## src/rtl/seeprom_pkg.sv

```systemverilog
package seeprom_pkg;
  typedef enum logic [2:0] {
    ST_IDLE, ST_SEL, ST_AHI, ST_ALO, ST_WDAT, ST_RDAT
  } slv_st_e;
  localparam logic [3:0] TYPE_CODE = 4'b1010;
endpackage

```

## src/rtl/seeprom_bus_sync.sv

```systemverilog
module seeprom_bus_sync #(
  parameter int STAGES = 2
) (
  input  logic clk_i,
  input  logic rst_ni,
  input  logic scl_i,
  input  logic sda_i,
  output logic sda_o,
  output logic scl_rise_o,
  output logic scl_fall_o,
  output logic start_o,
  output logic stop_o
);
  logic [1:0] raw, syn, prev;
  assign raw = {scl_i, sda_i};

  for (genvar g = 0; g < 2; g++) begin : g_line
    logic [STAGES-1:0] ff;
    always_ff @(posedge clk_i or negedge rst_ni)
      if (!rst_ni) ff <= '1;
      else         ff <= {ff[STAGES-2:0], raw[g]};
    assign syn[g] = ff[STAGES-1];
  end

  always_ff @(posedge clk_i or negedge rst_ni)
    if (!rst_ni) prev <= 2'b11;
    else         prev <= syn;

  assign sda_o      = syn[0];
  assign scl_rise_o = syn[1] & ~prev[1];
  assign scl_fall_o = ~syn[1] & prev[1];
  // data edge while clock held high
  assign start_o    = syn[1] & prev[1] & prev[0] & ~syn[0];
  assign stop_o     = syn[1] & prev[1] & ~prev[0] & syn[0];
endmodule

```

## src/rtl/seeprom_page_buf.sv

```systemverilog
module seeprom_page_buf #(
  parameter int PAGE = 32,
  localparam int IDX_W = $clog2(PAGE)
) (
  input  logic             clk_i,
  input  logic             rst_ni,
  input  logic             clr_i,
  input  logic             wr_i,
  input  logic [IDX_W-1:0] widx_i,
  input  logic [7:0]       wdata_i,
  input  logic [IDX_W-1:0] ridx_i,
  output logic [7:0]       rdata_o,
  output logic             valid_o
);
  logic [7:0]      slot [PAGE];
  logic [PAGE-1:0] vld_q;

  always_ff @(posedge clk_i)
    if (wr_i) slot[widx_i] <= wdata_i;

  always_ff @(posedge clk_i or negedge rst_ni)
    if (!rst_ni)    vld_q <= '0;
    else if (clr_i) vld_q <= '0;
    else if (wr_i)  vld_q[widx_i] <= 1'b1;

  assign rdata_o = slot[ridx_i];
  assign valid_o = vld_q[ridx_i];


  buf_wr_clr_chk: assert property (@(posedge clk_i) disable iff (!rst_ni)
    wr_i |-> !clr_i);
endmodule

```

## src/rtl/seeprom_slave.sv

```systemverilog
module seeprom_slave
  import seeprom_pkg::*;
#(
  parameter int ADDR_W = 13,
  parameter int PAGE   = 32,
  parameter int SYNC   = 2
) (
  input  logic              clk_i,
  input  logic              rst_ni,
  input  logic              scl_i,
  input  logic              sda_i,
  output logic              sda_oe_o,
  input  logic [2:0]        chip_sel_i,
  input  logic              wr_lock_i,
  output logic [ADDR_W-1:0] mem_addr_o,
  output logic              mem_rd_o,
  input  logic [7:0]        mem_rdata_i,
  output logic              mem_we_o,
  output logic [7:0]        mem_wdata_o,
  output logic              commit_o,
  input  logic              commit_busy_i
);
  localparam int PIDX_W = $clog2(PAGE);
  localparam logic [PIDX_W-1:0] PIDX_MAX = PIDX_W'(PAGE - 1);

  logic sda_s, scl_rise, scl_fall, start_s, stop_s;

  seeprom_bus_sync #(.STAGES(SYNC)) u_sync (
    .clk_i, .rst_ni, .scl_i, .sda_i,
    .sda_o(sda_s), .scl_rise_o(scl_rise), .scl_fall_o(scl_fall),
    .start_o(start_s), .stop_o(stop_s)
  );

  slv_st_e           st_q;
  logic [3:0]        cnt_q;
  logic [7:0]        sh_q, tx_q, ahi_q;
  logic              oe_q, rw_q, wp_q, mack_q, have_q;
  logic              fetch_q, rd_q, flush_q, commit_q;
  logic [ADDR_W-1:0] ptr_q;
  logic [PIDX_W-1:0] fidx_q;

  logic silent, commit_ok, sel_match, addr_phase, buf_wr, buf_clr, buf_vld;
  logic [7:0] buf_rdata;

  assign silent     = flush_q | commit_q | commit_busy_i;
  assign sel_match  = (sh_q[7:4] == TYPE_CODE) && (sh_q[3:1] == chip_sel_i);
  assign addr_phase = (st_q == ST_SEL) || (st_q == ST_AHI) || (st_q == ST_ALO);
  // stop one SCL high after a data-byte ack
  assign commit_ok  = (st_q == ST_WDAT) && (cnt_q == 4'd1) && have_q && !wp_q;
  assign buf_wr     = !silent && !start_s && !stop_s && (st_q == ST_WDAT)
                      && scl_fall && (cnt_q == 4'd8) && !wp_q;
  assign buf_clr    = (!silent && (start_s || (stop_s && !commit_ok)))
                      || (flush_q && fidx_q == PIDX_MAX);

  seeprom_page_buf #(.PAGE(PAGE)) u_buf (
    .clk_i, .rst_ni, .clr_i(buf_clr), .wr_i(buf_wr),
    .widx_i(ptr_q[PIDX_W-1:0]), .wdata_i(sh_q),
    .ridx_i(fidx_q), .rdata_o(buf_rdata), .valid_o(buf_vld)
  );

  always_ff @(posedge clk_i or negedge rst_ni) begin
    if (!rst_ni) begin
      st_q <= ST_IDLE; cnt_q <= '0; sh_q <= '0; tx_q <= 8'hFF; ahi_q <= '0;
      oe_q <= 1'b0; rw_q <= 1'b0; wp_q <= 1'b0; mack_q <= 1'b0; have_q <= 1'b0;
      fetch_q <= 1'b0; rd_q <= 1'b0; flush_q <= 1'b0; commit_q <= 1'b0;
      ptr_q <= '0; fidx_q <= '0;
    end else begin
      fetch_q  <= 1'b0;
      commit_q <= 1'b0;
      rd_q     <= fetch_q;
      if (rd_q) tx_q <= mem_rdata_i;
      if (flush_q) begin
        fidx_q <= fidx_q + 1'b1;
        if (fidx_q == PIDX_MAX) begin
          flush_q  <= 1'b0;
          commit_q <= 1'b1;
        end
      end
      if (silent) begin
        st_q <= ST_IDLE; oe_q <= 1'b0; cnt_q <= '0;
      end else if (start_s) begin
        st_q <= ST_SEL; oe_q <= 1'b0; cnt_q <= '0;
        wp_q <= wr_lock_i; have_q <= 1'b0;
      end else if (stop_s) begin
        st_q <= ST_IDLE; oe_q <= 1'b0; cnt_q <= '0; have_q <= 1'b0;
        if (commit_ok) begin
          flush_q <= 1'b1;
          fidx_q  <= '0;
        end
      end else if (st_q != ST_IDLE) begin
        if (addr_phase && wr_lock_i) wp_q <= 1'b1;
        if (scl_rise) begin
          cnt_q <= cnt_q + 4'd1;
          if (cnt_q < 4'd8) sh_q <= {sh_q[6:0], sda_s};
          else if (st_q == ST_RDAT) mack_q <= !sda_s;
        end else if (scl_fall) begin
          if (cnt_q == 4'd8) begin
            // ninth bit opens
            case (st_q)
              ST_SEL: begin
                if (sel_match) begin
                  oe_q    <= 1'b1;
                  rw_q    <= sh_q[0];
                  fetch_q <= sh_q[0];
                end else begin
                  st_q <= ST_IDLE;
                end
              end
              ST_AHI: begin oe_q <= 1'b1; ahi_q <= sh_q; end
              ST_ALO: begin oe_q <= 1'b1; ptr_q <= ADDR_W'({ahi_q, sh_q}); end
              ST_WDAT: begin
                oe_q <= !wp_q;
                if (!wp_q) begin
                  ptr_q  <= {ptr_q[ADDR_W-1:PIDX_W], ptr_q[PIDX_W-1:0] + 1'b1};
                  have_q <= 1'b1;
                end
              end
              ST_RDAT: begin oe_q <= 1'b0; ptr_q <= ptr_q + 1'b1; fetch_q <= 1'b1; end
              default: ;
            endcase
          end else if (cnt_q == 4'd9) begin
            // ninth bit closes
            cnt_q <= '0;
            case (st_q)
              ST_SEL: begin st_q <= rw_q ? ST_RDAT : ST_AHI; oe_q <= rw_q & !tx_q[7]; end
              ST_AHI: begin st_q <= ST_ALO; oe_q <= 1'b0; end
              ST_ALO: begin st_q <= ST_WDAT; oe_q <= 1'b0; end
              ST_RDAT: begin
                if (mack_q) oe_q <= !tx_q[7];
                else begin st_q <= ST_IDLE; oe_q <= 1'b0; end
              end
              default: oe_q <= 1'b0;
            endcase
          end else if (st_q == ST_RDAT && cnt_q != 4'd0) begin
            oe_q <= !tx_q[3'd7 - cnt_q[2:0]];
          end
        end
      end
    end
  end

  assign sda_oe_o    = oe_q;
  assign mem_rd_o    = fetch_q;
  assign mem_we_o    = flush_q & buf_vld;
  assign mem_wdata_o = buf_rdata;
  assign mem_addr_o  = flush_q ? {ptr_q[ADDR_W-1:PIDX_W], fidx_q} : ptr_q;
  assign commit_o    = commit_q;


  busy_quiet_chk: assert property (@(posedge clk_i) disable iff (!rst_ni)
    (flush_q || commit_busy_i) |-> !sda_oe_o);

  lock_no_write_chk: assert property (@(posedge clk_i) disable iff (!rst_ni)
    mem_we_o |-> !wp_q);

  commit_after_flush_chk: assert property (@(posedge clk_i) disable iff (!rst_ni)
    commit_o |-> $past(flush_q));

  rd_we_excl_chk: assert property (@(posedge clk_i) disable iff (!rst_ni)
    mem_rd_o |-> !flush_q);
endmodule

```

## config.mk

```make
export PLATFORM = sky130hd
export DESIGN_NAME = seeprom_slave
export DESIGN_NICKNAME = d
export VERILOG_FILES = /design/src/rtl/seeprom_pkg.sv /design/src/rtl/seeprom_bus_sync.sv /design/src/rtl/seeprom_page_buf.sv /design/src/rtl/seeprom_slave.sv
export SDC_FILE = /design/constraint.sdc
export NUM_CORES = 1
export LEC_CHECK = 0
export BUFFER_PORTS_ARGS = -buffer_cell sky130_fd_sc_hd__buf_2
export CAP_MARGIN = 10
export CORE_ASPECT_RATIO = 1.1
export CORE_MARGIN = 5
export CORE_UTILIZATION = 45
export DETAILED_ROUTE_END_ITERATION = 8
export PLACE_DENSITY_LB_ADDON = 0.15
export RECOVER_POWER = 100
export SLEW_MARGIN = 20
export SYNTH_ARGS = -nofsm -noshare
export SYNTH_HDL_FRONTEND = slang
export SYNTH_SLANG_ARGS = --single-unit
```

## constraint.sdc

```tcl
create_clock -name clk_i -period 3.4 [get_ports clk_i]
set_input_delay 0.17 -clock clk_i [delete_from_list [all_inputs] [get_ports clk_i]]
set_output_delay 0.17 -clock clk_i [all_outputs]
set_load 0.02 [all_outputs]
```

# [Word-level counts from Yosys, hierarchy flattened]
# Memories as Yosys holds them, arrays and structs flattened.
# Cells that the tools add are included.
# Widths: inputs -> output; s select.
[op_classes] n_addsub=5 magnitude_cmp=5 n_eq_ne=23 n_mux=81 bitwise=22 reduce_logical=57
[op_table] op="$mux 32" n=2
[op_table] op="$mux 1" n=44
[op_table] op="$pmux 13 s3" n=1
[op_table] op="$mux 3" n=12
[op_table] op="$mux 5" n=7
[op_table] op="$mux 4" n=8
[op_table] op="$or 32x32->32" n=1
[op_table] op="$reduce_and 9->1" n=3
[op_table] op="$reduce_bool 3->1" n=6
[op_table] op="$logic_and 1x1->1" n=16
[op_table] op="$reduce_and 8->1" n=2
[op_table] op="$ne 5x5->1 const B" n=3
[op_table] op="$reduce_bool 5->1" n=3
[op_table] op="$reduce_and 7->1" n=2
[op_table] op="$add 13x1->13 const B" n=1
[op_table] op="$eq 4x4->1 const B" n=3
[op_table] op="$lt 5x6->1 const B" n=2
[op_table] op="$ne 6x6->1 const B" n=2
[op_table] op="$pmux 3 s4" n=1
[op_table] op="$reduce_and 6->1" n=2
[op_table] op="$reduce_bool 4->1" n=3
[op_table] op="$add 5x1->5 const B" n=2
[op_table] op="$not 1->1" n=10
[op_table] op="$and 1x1->1" n=9
[op_table] op="29 further kinds" n=48
[word_totals] regBits=93 ramBits=256 in_bits=17 output_inout_bits=25 word_cells=215 n_memories=1
[memory_table] memory="u_buf.slot" depth=32 word_bits=8 read_ports=1 rd_clocked_by_memory_dff=0 write_ports=1 line_no="seeprom_page_buf.sv:15" text="logic [7:0] slot [PAGE];"

# [Logic depth before layout (Yosys ltp)]
# Gate-level depths: netlist (run 1).
[depth] ltp_word=13 ltp_mapped=9 ltp_nobuf=7

# [Hierarchy]
# Synthesis (run 1) repeated with hierarchy kept, for this count alone.
[unflattened] cells_unflattened=884 hier_area_um2=14899.3
[modules_own_cells] module="seeprom_page_buf" instances=1 cells_per_inst=542 area_per_inst_um2=11362.1 seq_area_each_um2=8488.1
[modules_own_cells] module="seeprom_slave" instances=1 cells_per_inst=332 area_per_inst_um2=3347.0 seq_area_each_um2=1386.3
[modules_own_cells] module="seeprom_bus_sync" instances=1 cells_per_inst=10 area_per_inst_um2=190.2 seq_area_each_um2=157.7

# [Least setup slack after synthesis (run 1)]
# OpenSTA, ideal clock, no wires.
[synth_path] path_kind="register to register" startpoint="register cnt_q[0]" endpoint="memory u_buf.slot[10][0] (enable)" setup_time_ns=0.370 t_arrival_ns=2.195 required_ns=3.030 path_slack_ns=0.834 path_stages_with_launch=6 path_buffers=1 period_less_slack_ns=2.566 path_cell_list="dfrtp_1 > buf_6 > or4b_4 > a2111oi_4 > nand2_1 > nor2_1"
[synth_via] elab_chain_cells=5
[synth_lines] item="start: declaration" line_no="seeprom_slave.sv:35" text="logic [3:0] cnt_q;"
[synth_lines] item="start signal: assignment" line_no="seeprom_slave.sv:93" text="cnt_q <= cnt_q + 4'd1;"
[synth_lines] item="$eq 4x4->1" line_no="seeprom_slave.sv:51" text="&& scl_fall && (cnt_q == 4'd8) && !wp_q;"
[synth_lines] item="$logic_and 1x1->1 (2 in series)" line_no="seeprom_slave.sv:51"
[synth_lines] item="$mux 1" line_no="seeprom_page_buf.sv:19" text="if (wr_i) slot[widx_i] <= wdata_i;"
[synth_lines] item="$mux 1 (implied by the code)" line_no="seeprom_page_buf.sv:19"
[synth_lines] item="end: declaration" line_no="seeprom_page_buf.sv:15"
# No other way between the ends.

# [Final worst setup path (run 1)]
[layout_path] startpoint="register fidx_q[0]" endpoint="output mem_wdata_o[2]"
[layout_via] elab_chain_cells=1
[layout_lines] item="start: declaration" line_no="seeprom_slave.sv:40" text="logic [PIDX_W-1:0] fidx_q;"
[layout_lines] item="start signal: assignment" line_no="seeprom_slave.sv:73" text="fidx_q <= fidx_q + 1'b1;"
[layout_lines] item="$mem_v2 32x8"
[layout_lines] item="end: declaration" line_no="seeprom_slave.sv:19" text="output logic [7:0] mem_wdata_o,"
# No other way between the ends.

==> flow_metrics.py, run 1 <==
metrics = {
    "cells_and_area": {
        "fill_cells": 2702,
        "drive_gt1_share_pct": 25.8,
        "multi_input_area_um2": 4500,
        "design_area_um2": 17100,
        "syn2layout_area_growth_pct": 15.2,
        "fin_util_pct": 52.8,
        "regArea_um2": 10000,
        "diodes": 0,
        "final_nets": 1024,
    },
    "global_route": {
        "grt_use_total_pct": 18.9,
        "grt_pass1_wl_mm": 52.9,
        "grt_max_degree": 73,
        "grt_pass1_vias": 8605,
        "grt_overflow": 0,
        "antenna_found_initial": 0,
    },
    "routing": {
        "wire_per_inst_um": 23.8,
        "post-route-drc-count": 0,
        "wl_met3_mm": 1.95,
        "wl_mm": 34.5,
        "routed-wl-met2_mm": 17.3,
        "via_per_inst": 5.76,
        "drt_first_pass_iters": 8,
        "highest_layer": "met4",
        "wl_met1_mm": 14.5,
        "drtIter0Drc": 654,
        "vias": 8344,
        "ant_nets": 0,
    },
    "synthesis": {
        "synth_seq_area_share_pct": 67.5,
        "syn_area_um2": 14900,
        "ys_ff_latch": 349,
        "syn_nets": 925,
        "synth_compound_area_share_pct": 5.19,
        "synth_cell_types": 65,
        "synth_edf_count": 256,
        "synth_area_per_cell_um2": 16.6,
        "synth_mux_area_share_pct": 17.0,
        "synth_xor_area_share_pct": 0.412,
        "synth_flop_cell": "edfxtp_1",
        "synthSimpleGateAreaFrac_pct": 6.60,
        "syn_inst": 894,
        "synth_top_family_by_area": "multiplexers",
        "synthAdderAreaFrac_pct": 1.18,
        "ys.warnings.count": 0,
        "postSynth.asyncResetShare_pct": 26.6,
    },
    "run_status": {
        "violations": "capacitance limit, slew limit",
        "outcome": "complete, but fails checks",
    },
    "critical_path": {
        "cp_slowest_stage_delay_ns": 0.67,
        "crit_type": "flop to output port",
        "r2r_cells": 6,
        "cp.required_ns": 3.23,
        "worst_setup_path_end_kind": "output port",
        "cpMostUsedCell": "mux4_2",
        "crit_path_top_delay_cell": "dfrtp_4",
        "crit-reg2reg-launch": "cnt_q[0]",
        "crit_arrival_ns": 3.13,
        "critPathMaxFanout": 16,
        "reg2reg_slack_ns": 0.24,
        "start_kind": "flop",
        "path_cells": "buf_4 > mux4_2 > mux4_2 > mux2_1 > buf_2",
        "r2r_end": "u_buf.slot[28][4]",
    },
    "worst_hold_path": {
        "hp-start": "commit_busy_i",
        "min_path_cells": 4,
        "min-delay-path-class": "primary input to flop",
        "hold_end": "have_q",
    },
    "floorplan": {
        "start_util_pct": 45.8,
        "die_area_um2": 36800,
        "pin_count": 42,
        "fp-row-count": 69,
        "die_x_um": 183,
        "fp.coreArea_um2": 32500,
        "die_y_um": 201,
    },
    "timing": {
        "slew_viol_final": 366,
        "tns_ns": 0,
        "period_needed_ns": 3.30,
        "max_freq_mhz": 303,
        "maxSlewHeadroom_pct": -41.8,
        "rsz0062_at_grt": "no",
        "period_share_pct": 96.9,
        "whs_ns": 0.0831,
        "finalHoldViolations": 0,
        "setup_viol": 0,
        "tightestPinTransition_ns": 2.13,
        "clock_skew_ns": 0.0263,
    },
    "power": {
        "irDropWorstVdd_v": 0.000540,
        "power_leakage_nw": 6.21,
        "power.density_nw_per_um2": 611,
    },
    "clocking": {
        "cts.sinks": 349,
        "cts_resized": 0,
        "clk_latency_ns": 0.54,
        "cts_made_buffers": 38,
        "clk_path_buf_depth": 3,
        "cts-root-buf": "clkbuf_16",
        "cts_tree": "yes",
        "path_clk_slew_ns": 0.06,
        "htreeDepth": 2,
    },
    "placed_design": {
        "hpwl_mm": 22.0,
        "portBuffers": 41,
        "dpl-instance-area_um2": 15900,
        "gp_congestion": 0.819,
    },
    "run": {
        "cap_violations": 9,
    },
}
critical path: cells and delay by family (launching register included):
kind / cells / cell delay [ns]
multiplexers: 3 / 1.43
flip-flops: 1 / 0.67
buffers and inverters: 2 / 0.48
logic make-up (layout without fill, tap and decap cells):
family / count (synthesis) / after routing
multiplexers: 132 / 132
buffers and inverters: 70 / 199
flip-flops: 349 / 349
adder cells (fa/ha/maj): 14 / 14
AO/OA/AOI/OAI: 122 / 122
XOR/XNOR: 7 / 7
AND/OR/NAND/NOR: 200 / 200
worst max-delay path by stage:
| stage | startpoint | endpoint | slack (ns) |
|---|---|---|---|
| 2_1_floorplan | cnt_q[0] | u_buf.slot[10][0] | 0.83 |
| 3_3_place_gp | cnt_q[0] | u_buf.slot[11][6] | 0.51 |
| 3_5_place_dp | cnt_q[0] | u_buf.slot[27][6] | 0.45 |
| 4_1_cts | fidx_q[0] | mem_wdata_o[7] | 0.13 |
| 5_1_grt | st_q[2] | u_buf.slot[3][2] | 0.03 |
| 6_report | fidx_q[0] | mem_wdata_o[2] | 0.10 |
stage by stage:
step                      setup slack, ns  power, mW  std cells
final                               0.105       10.5       1449
after global routing               0.0320       10.9       1449
after CTS                           0.131       10.6       1449
after detailed placement            0.453       6.27       1367
after global placement              0.508       6.27       1367
after floorplan                     0.834       5.73        894
registers in the layout, indices dropped and copies added, names as in the netlist, 3 cells and up:
| signal | count |
|---|---|
| u_buf.slot | 256 |
| ptr_q | 13 |
| sh_q | 8 |
| tx_q | 8 |
| st_q | 3 |
| cnt_q | 4 |
| fidx_q | 5 |
| ahi_q | 5 |
| u_sync.g_line.ff | 4 |
| u_buf.vld_q | 32 |
synth_stat cells (12+ instances only):
master      n  share of area [%]
a21oi_1    52                1.8
buf_2      13               0.44
clkbuf_1   27               0.68
dfrtp_1    79                 13
dfstp_2    14                2.5
edfxtp_1  256                 52
ha_1       14                1.2
inv_1      14               0.35
mux2_2     33                2.5
mux4_2     90                 14
nand2_1    32               0.81
nand3_1    12               0.40
nor2_1     91                2.3
o21ai_0    26               0.88
metal layers:
metal / vias up / track usage (%)
li1: 3704 / -
met1: 4321 / 26.0
met2: 265 / 31.3
met3: 54 / 3.53
met4: 0 / 4.63
met5: - / 0
cell usage in the layout, fill, tap and decap left out, types with 26 or more instances in the layout:
master and n:
mux2_2 29, dfrtp_1 77, edfxtp_1 256, mux4_2 90
nor2_1 91, o21ai_0 26, clkbuf_1 44, a21oi_1 52
clkbuf_16 39, nand2_1 32
where the power goes:
| group | switching [mW] | leakage (nW) | internal, mW |
|---|---|---|---|
| logic | 0.817 | 2.02 | 0.213 |
| clock network | 1.71 | 0.628 | 2.59 |
| registers | 0.0817 | 3.56 | 5.06 |
| total | 2.61 | 6.21 | 7.86 |
layout make-up:
class	instances	share of cell area, %
sequential	349	58.6
multi-input combinational	475	26.3
clock buffer	42	5.77
timing repair buffer	115	3.92
tap	426	3.11
clock inverter	28	2.00
inverter	14	0.307
what timing repair did:
action,in CTS,in global routing
hold buffers,12,0
setup buffers,0,0
hold endpoints to repair,67,0
(Power assumes the default switching activity.)
==> run 2, diff against run 1 <==
==> constraint.sdc (replaced) <==
create_clock -name clk_i -period 3.3 [get_ports clk_i]
set_input_delay 0.165 -clock clk_i [delete_from_list [all_inputs] [get_ports clk_i]]
set_output_delay 0.165 -clock clk_i [all_outputs]
set_load 0.02 [all_outputs]
==> run 2 against run 1 <==
Net effect:
- the run still ends with capacitance limit, slew limit left
- worst setup slack improved by 0.054 ns
- first-iteration DRC count increased by 12%
- clock power increased by 1%
- sequential share of layout area decreased by 0.094 points
- combinational power about the same
- global-route usage increased by 0.11 points
- wire length increased by 0.41%
- via count about the same
- critical path type is now flop to flop
- largest cell class unchanged
==> flow_metrics.py, run 2 (synthesized netlist as in run 1, its figures left out) <==
metrics = {
    "run_status": {
        "outcome": "complete, but fails checks",
        "violations": "capacitance limit, slew limit",
    },
    "floorplan": {
        "pin_count": 42,
        "fp-row-count": 69,
        "start_util_pct": 45.8,
        "fp.coreArea_um2": 32500,
        "die_area_um2": 36800,
        "die_y_um": 201,
        "die_x_um": 183,
    },
    "clocking": {
        "clk_path_buf_depth": 3,
        "htreeDepth": 2,
        "cts.sinks": 349,
        "clk_latency_ns": 0.53,
        "cts_made_buffers": 38,
        "path_clk_slew_ns": 0.06,
        "cts_resized": 0,
        "cts_tree": "yes",
        "cts-root-buf": "clkbuf_16",
    },
    "routing": {
        "via_per_inst": 5.74,
        "highest_layer": "met4",
        "vias": 8339,
        "routed-wl-met2_mm": 17.1,
        "post-route-drc-count": 0,
        "wl_mm": 34.6,
        "wl_met3_mm": 1.64,
        "ant_nets": 0,
        "drtIter0Drc": 733,
        "wire_per_inst_um": 23.8,
        "drt_first_pass_iters": 6,
        "wl_met1_mm": 15.2,
    },
    "critical_path": {
        "crit_type": "flop to flop",
        "r2r_end": "u_buf.slot[18][5]",
        "worst_setup_path_end_kind": "flop",
        "r2r_cells": 6,
        "crit_path_top_delay_cell": "a2111oi_2",
        "cp_slowest_stage_delay_ns": 0.81,
        "critPathMaxFanout": 12,
        "cp.required_ns": 3.51,
        "crit-reg2reg-launch": "cnt_q[0]",
        "reg2reg_slack_ns": 0.16,
        "crit_arrival_ns": 3.35,
        "start_kind": "flop",
        "path_cells": "or4b_4 > a2111oi_2 > nand2_1 > clkbuf_1 > nor2_1 > clkbuf_2",
    },
    "timing": {
        "tns_ns": 0,
        "clock_skew_ns": 0.0180,
        "maxSlewHeadroom_pct": -37.6,
        "max_freq_mhz": 318,
        "period_needed_ns": 3.14,
        "period_share_pct": 95.2,
        "rsz0062_at_grt": "no",
        "setup_viol": 0,
        "slew_viol_final": 361,
        "finalHoldViolations": 0,
        "tightestPinTransition_ns": 2.06,
    },
    "worst_hold_path": {
        "min-delay-path-class": "primary input to flop",
        "hold_end": "have_q",
        "hp-start": "commit_busy_i",
        "min_path_cells": 4,
    },
    "cells_and_area": {
        "reg.largest.list": "u_buf.slot: 256 flops, u_buf.vld_q: 32 flops, ptr_q: 13 flops",
        "drive_gt1_share_pct": 27.4,
        "final_nets": 1030,
        "layout_common_cells": "edfxtp_1, nor2_1, mux4_2",
        "fin_util_pct": 52.8,
        "final_common_cell": "edfxtp_1",
        "multi_input_area_um2": 4490,
        "max_flop_register": "u_buf.slot",
        "syn2layout_area_growth_pct": 15.3,
        "fill_cells": 2676,
        "regArea_um2": 10000,
        "largest_reg_flops": 256,
        "diodes": 0,
        "design_area_um2": 17200,
    },
    "global_route": {
        "grt_overflow": 0,
        "grt_pass1_vias": 8554,
        "grt_pass1_wl_mm": 53.4,
        "antenna_found_initial": 0,
        "grt_max_degree": 68,
        "grt_use_total_pct": 19.0,
    },
    "placed_design": {
        "hpwl_mm": 22.5,
        "dpl-instance-area_um2": 15900,
        "portBuffers": 41,
        "gp_congestion": 0.845,
    },
    "power": {
        "power_leakage_nw": 6.29,
        "irDropWorstVdd_v": 0.000374,
        "power.density_nw_per_um2": 624,
    },
    "run": {
        "cap_violations": 9,
    },
}
## run 2: changes by cell type in the layout (fill, tap and decap cells not counted), sizes merged
cell          before  now
dlymetal6s4s       0    1
clkinvlp           7    4
buf               44   49
clkbuf           101  102
## run 2: layer usage
layer	GRT usage (%)	up-vias
met4	4.63	0
met5	0	-
li1	-	3719
met2	31.1	255
met1	27.0	4310
met3	2.88	55
## run 2: through the flow
step	power [mW]	cells	hold slack, ns	setup WS (ns)
floorplan	5.90	894	-0.131	0.734
global placement	6.44	1372	0.271	0.565
detailed placement	6.46	1372	0.272	0.552
CTS	10.8	1453	0.0677	0.149
global route	11.1	1453	0.120	0.0482
finish	10.7	1453	0.105	0.159
## run 2: cell type report
cell class	count	share of cell area, %
multi-input combinational	475	26.2
timing repair buffer	121	4.33
inverter	14	0.306
sequential	349	58.5
tap	426	3.11
clock buffer	43	5.78
clock inverter	25	1.74
## run 2: how the worst max path moves through the flow
| stage | startpoint | to |
|---|---|---|
| final | cnt_q[0] | u_buf.slot[18][5] |
| after global routing | cnt_q[0] | u_buf.slot[18][5] |
| after CTS | fidx_q[0] | mem_wdata_o[7] |
| after global placement | cnt_q[0] | u_buf.slot[6][3] |
| after floorplan | cnt_q[0] | u_buf.slot[10][0] |
| after detailed placement | fidx_q[0] | mem_wdata_o[7] |
## run 2: repair_timing
action / CTS / global route
setup buffers: 1 / 0
hold buffers: 12 / 0
hold endpoints to repair: 71 / 0
endpoints found under the setup margin: 1 / 0
## run 2: worst max-delay path, delay by kind of cell (launching register included)
family                 cells  cell delay [ns]
and+or+nand+nor            3             1.00
DFF                        1             0.52
buffers and inverters      2             0.50
AOI/OAI and AO/OA          1             0.81
## run 2: power breakdown
part           internal (mW)  switching (mW)
combinational          0.231           0.827
clock                   2.64            1.71
sequential              5.21          0.0883
